`config.mk`:
```
export PLATFORM = sky130hd
export DESIGN_NAME = serprog_target
export DESIGN_NICKNAME = d
export VERILOG_FILES = /design/src/rtl/serprog_target.sv
export SDC_FILE = /design/constraint.sdc
export NUM_CORES = 1
export LEC_CHECK = 0
export ABC_AREA = 1
export ABC_CLOCK_PERIOD_IN_PS = 1800
export BUFFER_PORTS_ARGS = -buffer_cell sky130_fd_sc_hd__buf_4
export CAP_MARGIN = 20
export CORE_MARGIN = 3
export CORE_UTILIZATION = 58
export DETAILED_ROUTE_END_ITERATION = 8
export PLACE_DENSITY = 0.8
export SYNTH_ARGS = -nofsm -noshare
export SYNTH_HDL_FRONTEND = slang
export SYNTH_SLANG_ARGS = --single-unit
```
`constraint.sdc`:
```
create_clock -name clk -period 1.8 [get_ports clk]
set_input_delay 0.36 -clock clk [delete_from_list [all_inputs] [get_ports clk]]
set_output_delay 0.36 -clock clk [all_outputs]
set_load 0.02 [all_outputs]
```
`src/rtl/serprog_target.sv`:
```
module serprog_target #(
  parameter int AW        = 14,
  parameter int DW        = 14,
  parameter int DBW       = 8,
  parameter int DAW       = 7,
  parameter int PROG_CYC  = 200,
  parameter int ERASE_CYC = 400,
  parameter logic [AW-1:0] CAL_ADDR = AW'('h3FF)
) (
  input  logic          clk,
  input  logic          rst_n,
  input  logic          prog_en,
  input  logic          pclk_in,
  input  logic          pdat_in,
  input  logic          lock_prog,
  input  logic          lock_data,
  input  logic [DW-1:0] mem_rdata,
  output logic          pdat_out,
  output logic          pdat_oe,
  output logic [AW-1:0] mem_addr,
  output logic          mem_dsel,
  output logic          mem_we,
  output logic          mem_pre_erase,
  output logic          mem_bulk,
  output logic [DW-1:0] mem_wdata,
  output logic          busy,
  output logic          err_busy,
  output logic          err_seq
);
  localparam int CMDW = 6;
  localparam int FRM  = DW + 2;
  localparam int FW   = $clog2(FRM);
  localparam int TMAX = (PROG_CYC > ERASE_CYC) ? PROG_CYC : ERASE_CYC;
  localparam int TW   = $clog2(TMAX + 1);
  localparam logic [AW-1:0]   CFG_BASE = AW'(1) << (AW - 1);
  localparam logic [CMDW-1:0] C_END    = 6'b001010;
  localparam logic [FW-1:0]   F_LAST   = FW'(FRM - 1);
  localparam logic [FW-1:0]   F_DLAST  = FW'(DW);
  localparam logic [2:0]      C_LAST   = 3'(CMDW - 1);

  logic [2:0]      cs;
  logic [1:0]      ds;
  logic [CMDW-2:0] csr;
  logic [2:0]      ccnt;
  logic [AW-1:0]   pc;
  logic            in_frm, rd_frm, loaded, ext_on;
  logic [FW-1:0]   fcnt;
  logic [DW-1:0]   wbuf, rbuf, rd_val;
  logic [TW-1:0]   tcnt;

  always_ff @(posedge clk or negedge rst_n)
    if (!rst_n) begin
      cs <= '0;
      ds <= '0;
    end else begin
      cs <= {cs[1:0], pclk_in};
      ds <= {ds[0], pdat_in};
    end

  wire              fall   = cs[2] & ~cs[1];
  wire              rise   = ~cs[2] & cs[1];
  wire              din    = ds[1];
  wire [CMDW-1:0]   nc     = {din, csr};
  wire              last   = (ccnt == C_LAST);
  wire              accept = !busy || (ext_on && nc == C_END);
  wire              user_locked = !mem_dsel && lock_prog && !pc[AW-1] && (pc != CAL_ADDR);

  assign busy      = (tcnt != '0) | ext_on;
  assign mem_wdata = wbuf;
  assign mem_addr  = mem_dsel ? AW'(pc[DAW-1:0]) : pc;
  assign rd_val    = mem_dsel ? (lock_data ? '0 : DW'(mem_rdata[DBW-1:0]))
                              : (user_locked ? '0 : mem_rdata);

  always_ff @(posedge clk or negedge rst_n)
    if (!rst_n) begin
      csr <= '0; ccnt <= '0; pc <= '0; in_frm <= 1'b0; rd_frm <= 1'b0;
      fcnt <= '0; wbuf <= '0; rbuf <= '0; loaded <= 1'b0; ext_on <= 1'b0;
      tcnt <= '0; pdat_out <= 1'b0; pdat_oe <= 1'b0; mem_dsel <= 1'b0;
      mem_we <= 1'b0; mem_pre_erase <= 1'b0; mem_bulk <= 1'b0;
      err_busy <= 1'b0; err_seq <= 1'b0;
    end else if (!prog_en) begin
      csr <= '0; ccnt <= '0; pc <= '0; in_frm <= 1'b0; rd_frm <= 1'b0;
      fcnt <= '0; wbuf <= '0; rbuf <= '0; loaded <= 1'b0; ext_on <= 1'b0;
      tcnt <= '0; pdat_out <= 1'b0; pdat_oe <= 1'b0; mem_dsel <= 1'b0;
      mem_we <= 1'b0; mem_pre_erase <= 1'b0; mem_bulk <= 1'b0;
      err_busy <= 1'b0; err_seq <= 1'b0;
    end else begin
      mem_we        <= 1'b0;
      mem_pre_erase <= 1'b0;
      mem_bulk      <= 1'b0;
      if (tcnt != '0) tcnt <= tcnt - 1'b1;
      if (in_frm) begin
        if (rise) begin
          if (fcnt == '0) rbuf <= rd_val;
          else if (rd_frm) begin
            pdat_oe  <= 1'b1;
            pdat_out <= rbuf[0];
            rbuf     <= rbuf >> 1;
          end
        end
        if (fall) begin
          fcnt <= fcnt + 1'b1;
          if (!rd_frm && fcnt != '0 && fcnt <= F_DLAST) wbuf <= {din, wbuf[DW-1:1]};
          if (fcnt == F_LAST) begin
            in_frm   <= 1'b0;
            pdat_oe  <= 1'b0;
            pdat_out <= 1'b0;
          end
        end
      end else if (fall) begin
        csr  <= nc[CMDW-1:1];
        ccnt <= last ? '0 : ccnt + 1'b1;
        if (last) begin
          if (!accept) err_busy <= 1'b1;
          else begin
            case (nc[3:0])
              4'b0000: begin
                pc <= CFG_BASE; mem_dsel <= 1'b0; loaded <= 1'b1;
                in_frm <= 1'b1; rd_frm <= 1'b0; fcnt <= '0;
              end
              4'b0010, 4'b0011: begin
                mem_dsel <= nc[0]; loaded <= 1'b1;
                in_frm <= 1'b1; rd_frm <= 1'b0; fcnt <= '0;
              end
              4'b0100, 4'b0101: begin
                mem_dsel <= nc[0];
                in_frm <= 1'b1; rd_frm <= 1'b1; fcnt <= '0;
              end
              4'b0110: pc <= {pc[AW-1], pc[AW-2:0] + 1'b1};
              4'b1001, 4'b1011: begin
                mem_dsel <= nc[1]; mem_bulk <= 1'b1; tcnt <= TW'(ERASE_CYC);
              end
              4'b1000: if (!nc[5]) begin
                if (!loaded) err_seq <= 1'b1;
                else begin
                  mem_we <= 1'b1;
                  loaded <= 1'b0;
                  if (nc[4]) ext_on <= 1'b1;
                  else begin
                    tcnt          <= TW'(PROG_CYC);
                    mem_pre_erase <= mem_dsel;
                  end
                end
              end
              4'b1010: if (nc[5:4] == 2'b00) ext_on <= 1'b0;
              default: ;
            endcase
          end
        end
      end
    end

  AST_CFG_LOCK: assert property (@(posedge clk) disable iff (!rst_n)
    (prog_en && $past(prog_en) && $past(pc[AW-1])) |-> pc[AW-1]);
  AST_PC_STEP: assert property (@(posedge clk) disable iff (!rst_n)
    (prog_en && $past(prog_en) && pc != $past(pc)) |->
      (pc == CFG_BASE || pc[AW-2:0] == (AW-1)'($past(pc[AW-2:0]) + 1'b1)));
  AST_OE_IN_READ: assert property (@(posedge clk) disable iff (!rst_n)
    pdat_oe |-> (in_frm && rd_frm));
  AST_STROBE_ONEHOT: assert property (@(posedge clk) disable iff (!rst_n)
    $onehot0({mem_we, mem_bulk}));
  AST_WE_BUSY: assert property (@(posedge clk) disable iff (!rst_n)
    mem_we |-> busy);
  AST_PRE_DATA: assert property (@(posedge clk) disable iff (!rst_n)
    mem_pre_erase |-> (mem_we && mem_dsel));
  AST_ERR_STICKY: assert property (@(posedge clk) disable iff (!rst_n)
    (prog_en && $past(err_seq)) |-> err_seq);
endmodule

```
==> results of run 1 <==
[Yosys cell counts (all sizes together)]
master	n	share of area, %
a211oi	1	0.16
and2	1	0.13
dfrtp	80	43
o2111ai	1	0.19
ha	6	1.6
nand3b	2	0.40
o211ai	1	0.16
nand4	22	3.1
o21ai	45	5.7
o31ai	1	0.27
nor3	12	1.6
xor2	5	0.94
clkbuf	4	0.32
o21bai	1	0.16
a31oi	1	0.13
o32ai	1	0.19
nor4	1	0.13
clkinv	3	0.27
and3	1	0.13
inv	72	5.8
nand2	193	16
nand3	51	5.8
xnor2	3	0.56
buf	21	3.3
a21oi	12	1.4
or2	2	0.27
nor3b	2	0.43
nor2	78	7.6
[per-stage QoR]
step,util [%],cell area (um2)
floorplan,-,4652
global placement,67.74,5261
detailed placement,67.74,5261
CTS,71.02,5517
global route,72.83,5657
finish,72.83,5657
[layout make-up]
type / instances / area share [%]
Multi-Input combinational cell: 443 / 40.83
Sequential cell: 80 / 35.39
Timing Repair Buffer: 89 / 12.63
Inverter: 75 / 4.999
Clock buffer: 10 / 2.256
Tap cell: 102 / 2.256
Clock inverter: 6 / 1.637
[report_power, final]
group | total, uW | switching, uW | internal, uW
clock | 1480 | 689 | 789
sequential | 2040 | 116 | 1920
combinational | 1550 | 932 | 620
total | 5070 | 1740 | 3330
[worst reg2reg max path, cell delays in order, from the launching register on]
cell and delay (ns):
dfrtp_1 0.41, inv_2 0.09, ha_4 0.15, nand2_4 0.05, nor2_4 0.12, nand3_2 0.11, buf_6 0.14, nand3_4 0.09
nand2_8 0.11, clkinv_2 0.10, o21ai_1 0.06, and2_1 0.16
[cells by family after synthesis]
group | share of synthesized area (%)
simple gates | 35.83
buf+inv | 9.655
flops | 43.03
compound gates | 8.365
xor+xnor | 1.506
fa+ha+maj | 1.614
[routing by layer]
| layer | part of all wire, % | up-vias |
|---|---|---|
| met4 | 2.0 | 0 |
| met3 | 4.6 | 17 |
| met2 | 49 | 76 |
| met5 | 0 | - |
| li1 | - | 2137 |
| met1 | 45 | 1976 |
[worst min-delay path by stage]
stage / end / slack (ns) / startpoint / depth (start not counted)
floorplan: ccnt[0] / 0.06 / rst_n / 0
finish: ds[0] / 0.10 / pdat_in / 1
CTS: ds[0] / 0.09 / pdat_in / 1
global route: ds[0] / 0.09 / pdat_in / 1
detailed placement: ds[1] / 0.34 / ds[0] / 0
global placement: ds[1] / 0.33 / ds[0] / 0
[state kept, by name (all words and copies together) (netlist names), 2 cells and up]
signal,cells
mem_wdata,14
tcnt,9
fcnt,4
ds,2
rbuf,14
cs,3
csr,5
pc,14
ccnt,3
[timing repair]
| item | 4_1_cts | 5_1_grt |
|---|---|---|
| buffers inserted | 2 | 3 |
| hold endpoints to repair | 51 | 0 |
| setup endpoints to repair | 5 | 46 |
| hold buffers | 1 | 0 |
| resized for setup | 2 | 30 |
| pin swaps | 2 | 6 |
==> impl_metrics.ini, run 1 <==
[status]
status = finished, final reports clean

[setup_path]
worst-path-stages = 6
critPathMaxFanout = 3
cp-end-kind = output port
cpPeakStageDelay_ns = 0.41
start_kind = register
critPathCapture = busy
cp.required_ns = 1.44
slowest_stage = dfrtp_1
reg2reg_setup_slack_ns = 0.10
r2r_cells = 11
cp_cell_sequence = inv_2, ha_4, nand2_4, nor2_4, nand3_2, buf_6
r2r_end = pc[10]
worst-path-buf-inv = 2
critPathKind = register to output port
r2r_start = tcnt[1]
worstPathArrival_ns = 1.44
crit_start = tcnt[1]
path_delay_family = flip-flops

[clock_tree]
cts_buffers = 9
cts_max_level = 3
cts_buffer_depth = 2
numClockSinks = 80
clk_latency_ns = 0.36
cts-root-buf = clkbuf_8
cts.reportedPaths.clkPinSlew_ns = 0.08
cts_tree = yes

[final_layout]
final_cell_mix = 183 x nand2_1, 81 x buf_4, 80 x dfrtp_1
drive_above_1_share_pct = 22.76
layout_commonest_cell = nand2_1
nets = 725
seqCellArea_um2 = 2002
diodes = 0
synthToLayoutAreaGrowth_pct = 21.60
final.fill_count = 611
fin_cells = 805
multiInputGateArea_um2 = 2310

[yosys]
yosysSeqAreaShare_pct = 43.03
ys_seq_elements = 80
synth_cells = 623
synthDistinctLibCells = 46
yosys_warnings = 0
synthesis.nets = 650
syn_area_um2 = 4652
avgSynthCellArea_um2 = 7.467

[timing]
finalCritPeriodShare_pct = 99.82
rsz0062_at_grt = yes
fin_setup_tns_ns = 0
worst_hold_slack_ns = 0.1026
relSlewSlack_pct = 71.74
skew_ns = 0.009274
timing.final.hold_violations = 0
worstMarginPinSlew_ns = 0.4229
fmax_mhz = 556.6
fin_ws_ns = 0.003317
min_period_ns = 1.797
setup_violations = 0
slew_viol_final = 0

[global_routing]
grt_pass1_wl_um = 17730
met2_usage_pct = 39.49
grt_pass1_vias = 3870
use_met3_pct = 3.631
grt.total_usage_pct = 24.41
grt.busiest_layer = met2
overflow = 0
antenna_found_initial = 0
grt_max_degree = 52
grt_util_met1_pct = 32.73

[floorplan]
core_um2 = 7767
io-pin-count = 58
start_util_pct = 59.89
die_x_um = 95.56
rows = 32
dieArea_um2 = 9131
die_height_um = 95.56

[run]
max_cap_violations = 0

[placed_design]
gp_congestion = 0.9706
dp_hpwl_um = 7562
port_buffers = 57
preCtsSetupSlack_ns = -0.02375
dp.cells = 783

[route]
ant_nets = 0
drcViolationCount = 0
first_pass_iters = 4
totalWireLength_um = 10560
vias = 4206
viasPerCell = 5.225
drt_iter0_markers = 203
wire_per_inst_um = 13.12

[power]
fin_total_pwr_uw = 5071
power_density_nw_per_um2 = 896.4
worst_ir_drop_vdd_mv = 0.9041
p_leak_uw = 0.003107

[min_path]
min_path_type = input port to register
Power figures use the tool's default switching activity.
==> run 2: changes to the inputs <==
--- a/config.mk
+++ b/config.mk
@@ -5,14 +5,13 @@
 export SDC_FILE = /design/constraint.sdc
 export NUM_CORES = 1
 export LEC_CHECK = 0
-export ABC_AREA = 1
 export ABC_CLOCK_PERIOD_IN_PS = 1800
 export BUFFER_PORTS_ARGS = -buffer_cell sky130_fd_sc_hd__buf_4
 export CAP_MARGIN = 20
 export CORE_MARGIN = 3
-export CORE_UTILIZATION = 58
+export CORE_UTILIZATION = 57
 export DETAILED_ROUTE_END_ITERATION = 8
-export PLACE_DENSITY = 0.8
+export PLACE_DENSITY = 0.79
 export SYNTH_ARGS = -nofsm -noshare
 export SYNTH_HDL_FRONTEND = slang
 export SYNTH_SLANG_ARGS = --single-unit
==> run 2 against run 1 <==
Compared with the run above:
- the flow now finishes with violations (setup timing)
- largest power group unchanged
- non-clock buffer count is 55 higher
- cell count is 20% lower
- maximum frequency is 20% lower
==> impl_metrics.ini, run 2 <==
[yosys]
synthDistinctLibCells = 53
ys_top_cells_by_count = 80 x dfrtp_1, 48 x nor2_1, 30 x nand2_1, 28 x a21oi_1, 20 x mux2i_1
synth-edff-count = 0
synth_cells = 418
syn_area_um2 = 4064
ys_seq_elements = 80
synth_compound_area_share_pct = 17.80
synth_top_area_cell = dfrtp_1
avgSynthCellArea_um2 = 9.722
synth_top_family_by_area = simple AND/OR/NAND/NOR gates
async_flop_share_pct = 100.0
yosysTopAreaCellShare_pct = 49.26
synthMuxAreaShare_pct = 4.926
yosysSeqAreaShare_pct = 49.26
yosys_warnings = 0
synth_flop_cell = dfrtp_1
synthAdderAreaFrac_pct = 1.847
synthXorXnorAreaFrac_pct = 1.940
synth.area.top_cells = dfrtp_1 49%, mux2i_1 4.9%, nor2_1 4.4%
synthSimpleGateAreaFrac_pct = 19.18
synth.most_common_cell = dfrtp_1
synthesis.nets = 445

[setup_path]
cpPeakStageDelay_ns = 0.49
r2r_cells = 6
cp_cell_sequence = buf_4, xnor2_1, a41oi_1, a31o_4, or4_4, a21oi_2
start_kind = register
worstPathArrival_ns = 2.51
critPathMaxFanout = 12
path_delay_family = compound AO/OA/AOI/OAI gates
r2r_end = pc[7]
reg2reg_setup_slack_ns = -0.43
r2r_start = csr[2]
slowest_stage = or4_4
critPathKind = register to register
cp.required_ns = 2.08
worst-path-buf-inv = 1
cp-end-kind = register

[min_path]
holdPathStages = 1
hold-path-endpoint = cs[0]
min_path_type = input port to register
hold_path_startpoint = pclk_in

[route]
totalWireLength_um = 13520
first_pass_iters = 6
vias = 4109
ant_nets = 0
viasPerCell = 6.371
drcViolationCount = 0
wire_per_inst_um = 20.95
drt_iter0_markers = 517

[final_layout]
layout_commonest_cell = buf_4
final.fill_count = 312
nets = 571
synthToLayoutAreaGrowth_pct = 47.44
final_cell_mix = 118 x buf_4, 80 x dfrtp_1, 42 x nor2_1
fin_cells = 645
diodes = 0
post-route-util_pct = 87.23
drive_above_1_share_pct = 42.99
seqCellArea_um2 = 2002
multiInputGateArea_um2 = 2381

[floorplan]
die_height_um = 90.44
core_um2 = 6869
start_util_pct = 59.16
rows = 30
io-pin-count = 58
die_x_um = 90.44
dieArea_um2 = 8178

[timing]
slew_viol_final = 0
timing.final.hold_violations = 0
worstMarginPinSlew_ns = 0.8464
fin_setup_tns_ns = -10.53
skew_ns = 0.01839
fmax_mhz = 447.8
rsz0062_at_grt = yes
finalCritPeriodShare_pct = 124.1
fin_ws_ns = -0.4329
min_period_ns = 2.233
relSlewSlack_pct = 42.98
setup_violations = 53

[clock_tree]
numClockSinks = 80
cts_max_level = 3
clk_latency_ns = 0.36
cts.reportedPaths.clkPinSlew_ns = 0.08
cts_buffer_depth = 2
cts-root-buf = clkbuf_8
cts_buffers = 9
cts_tree = yes

[global_routing]
antenna_found_initial = 0
grt_max_degree = 38
overflow = 0
grt_pass1_vias = 3809
grt_pass1_wl_um = 17750
grt.total_usage_pct = 26.91

[power]
fin_total_pwr_uw = 5022
worst_ir_drop_vdd_mv = 1.273
power_density_nw_per_um2 = 838.1
p_leak_uw = 0.002725

[placed_design]
gp_congestion = 0.8484
dp.cells = 613
dp_hpwl_um = 7032
port_buffers = 57

[run]
max_cap_violations = 0

[status]
violations = setup timing
status = complete, but fails checks
## run 2: cell count changes after synthesis, moves of 15 or more
| cell | delta |
|---|---|
| a22o_1 | +15 |
| a21o_1 | +17 |
| nor2_1 | -22 |
| nand4_1 | -15 |
| inv_1 | -61 |
| nand3_1 | -36 |
| nand2_1 | -155 |
| a21oi_1 | +17 |
| mux2i_1 | +20 |
## run 2: layer usage
metal  vias to the layer above  part of all wire [%]  global-route usage (%)  wire [um]
li1                       1749                     -                       -          -
met1                      2009                    36                   33.07       4921
met2                       276                    50                   44.49       6779
met3                        75                   8.5                   6.333       1146
met4                         0                   4.9                   13.52        668
met5                         -                     0                       0          0
## run 2: worst max path at each step
stage / startpoint / to / depth (start not counted)
CTS: tcnt[1] / busy / 7
finish: csr[2] / pc[7] / 6
floorplan: csr[0] / pc[9] / 8
detailed placement: tcnt[0] / tcnt[3] / 9
global placement: csr[2] / pc[6] / 5
global route: csr[2] / pc[7] / 6
## run 2: stage by stage
step                      area [um2]  hold WS [ns]  setup WS, ns
after detailed placement        5089        0.3133       -0.4389
after CTS                       5557       0.08845       -0.3257
after global routing            5992       0.08188       -0.5086
after floorplan                 4158       0.06441       -0.5191
after global placement          5089        0.3108       -0.3531
final                           5992        0.1026       -0.4329
## run 2: kinds of logic after synthesis
family	Yosys count
AND/OR/NAND/NOR	155
AO/OA/AOI/OAI	106
flip-flops	80
buffers and inverters	42
XOR/XNOR	9
multiplexers	20
adder cells (fa/ha/maj)	6
## run 2: final cells by class
| class | count | share of cell area, % |
|---|---|---|
| Clock buffer | 13 | 2.318 |
| Clock inverter | 3 | 1.503 |
| Inverter | 12 | 0.8770 |
| Multi-Input combinational cell | 297 | 39.74 |
| Sequential cell | 80 | 33.41 |
| Tap cell | 96 | 2.005 |
| Timing Repair Buffer | 144 | 20.15 |
## run 2: where the power goes
group	internal, uW	total [uW]	switching, uW
clock	925	1570	645
combinational	719	1500	783
sequential	1880	1950	71.2
## run 2: what timing repair did
action	CTS	global route
resized for setup	43	85
hold endpoints to repair	28	0
cloned	1	1
hold buffers	1	0
buffers inserted	8	6
endpoints found under the setup margin	65	65
pin swaps	28	27
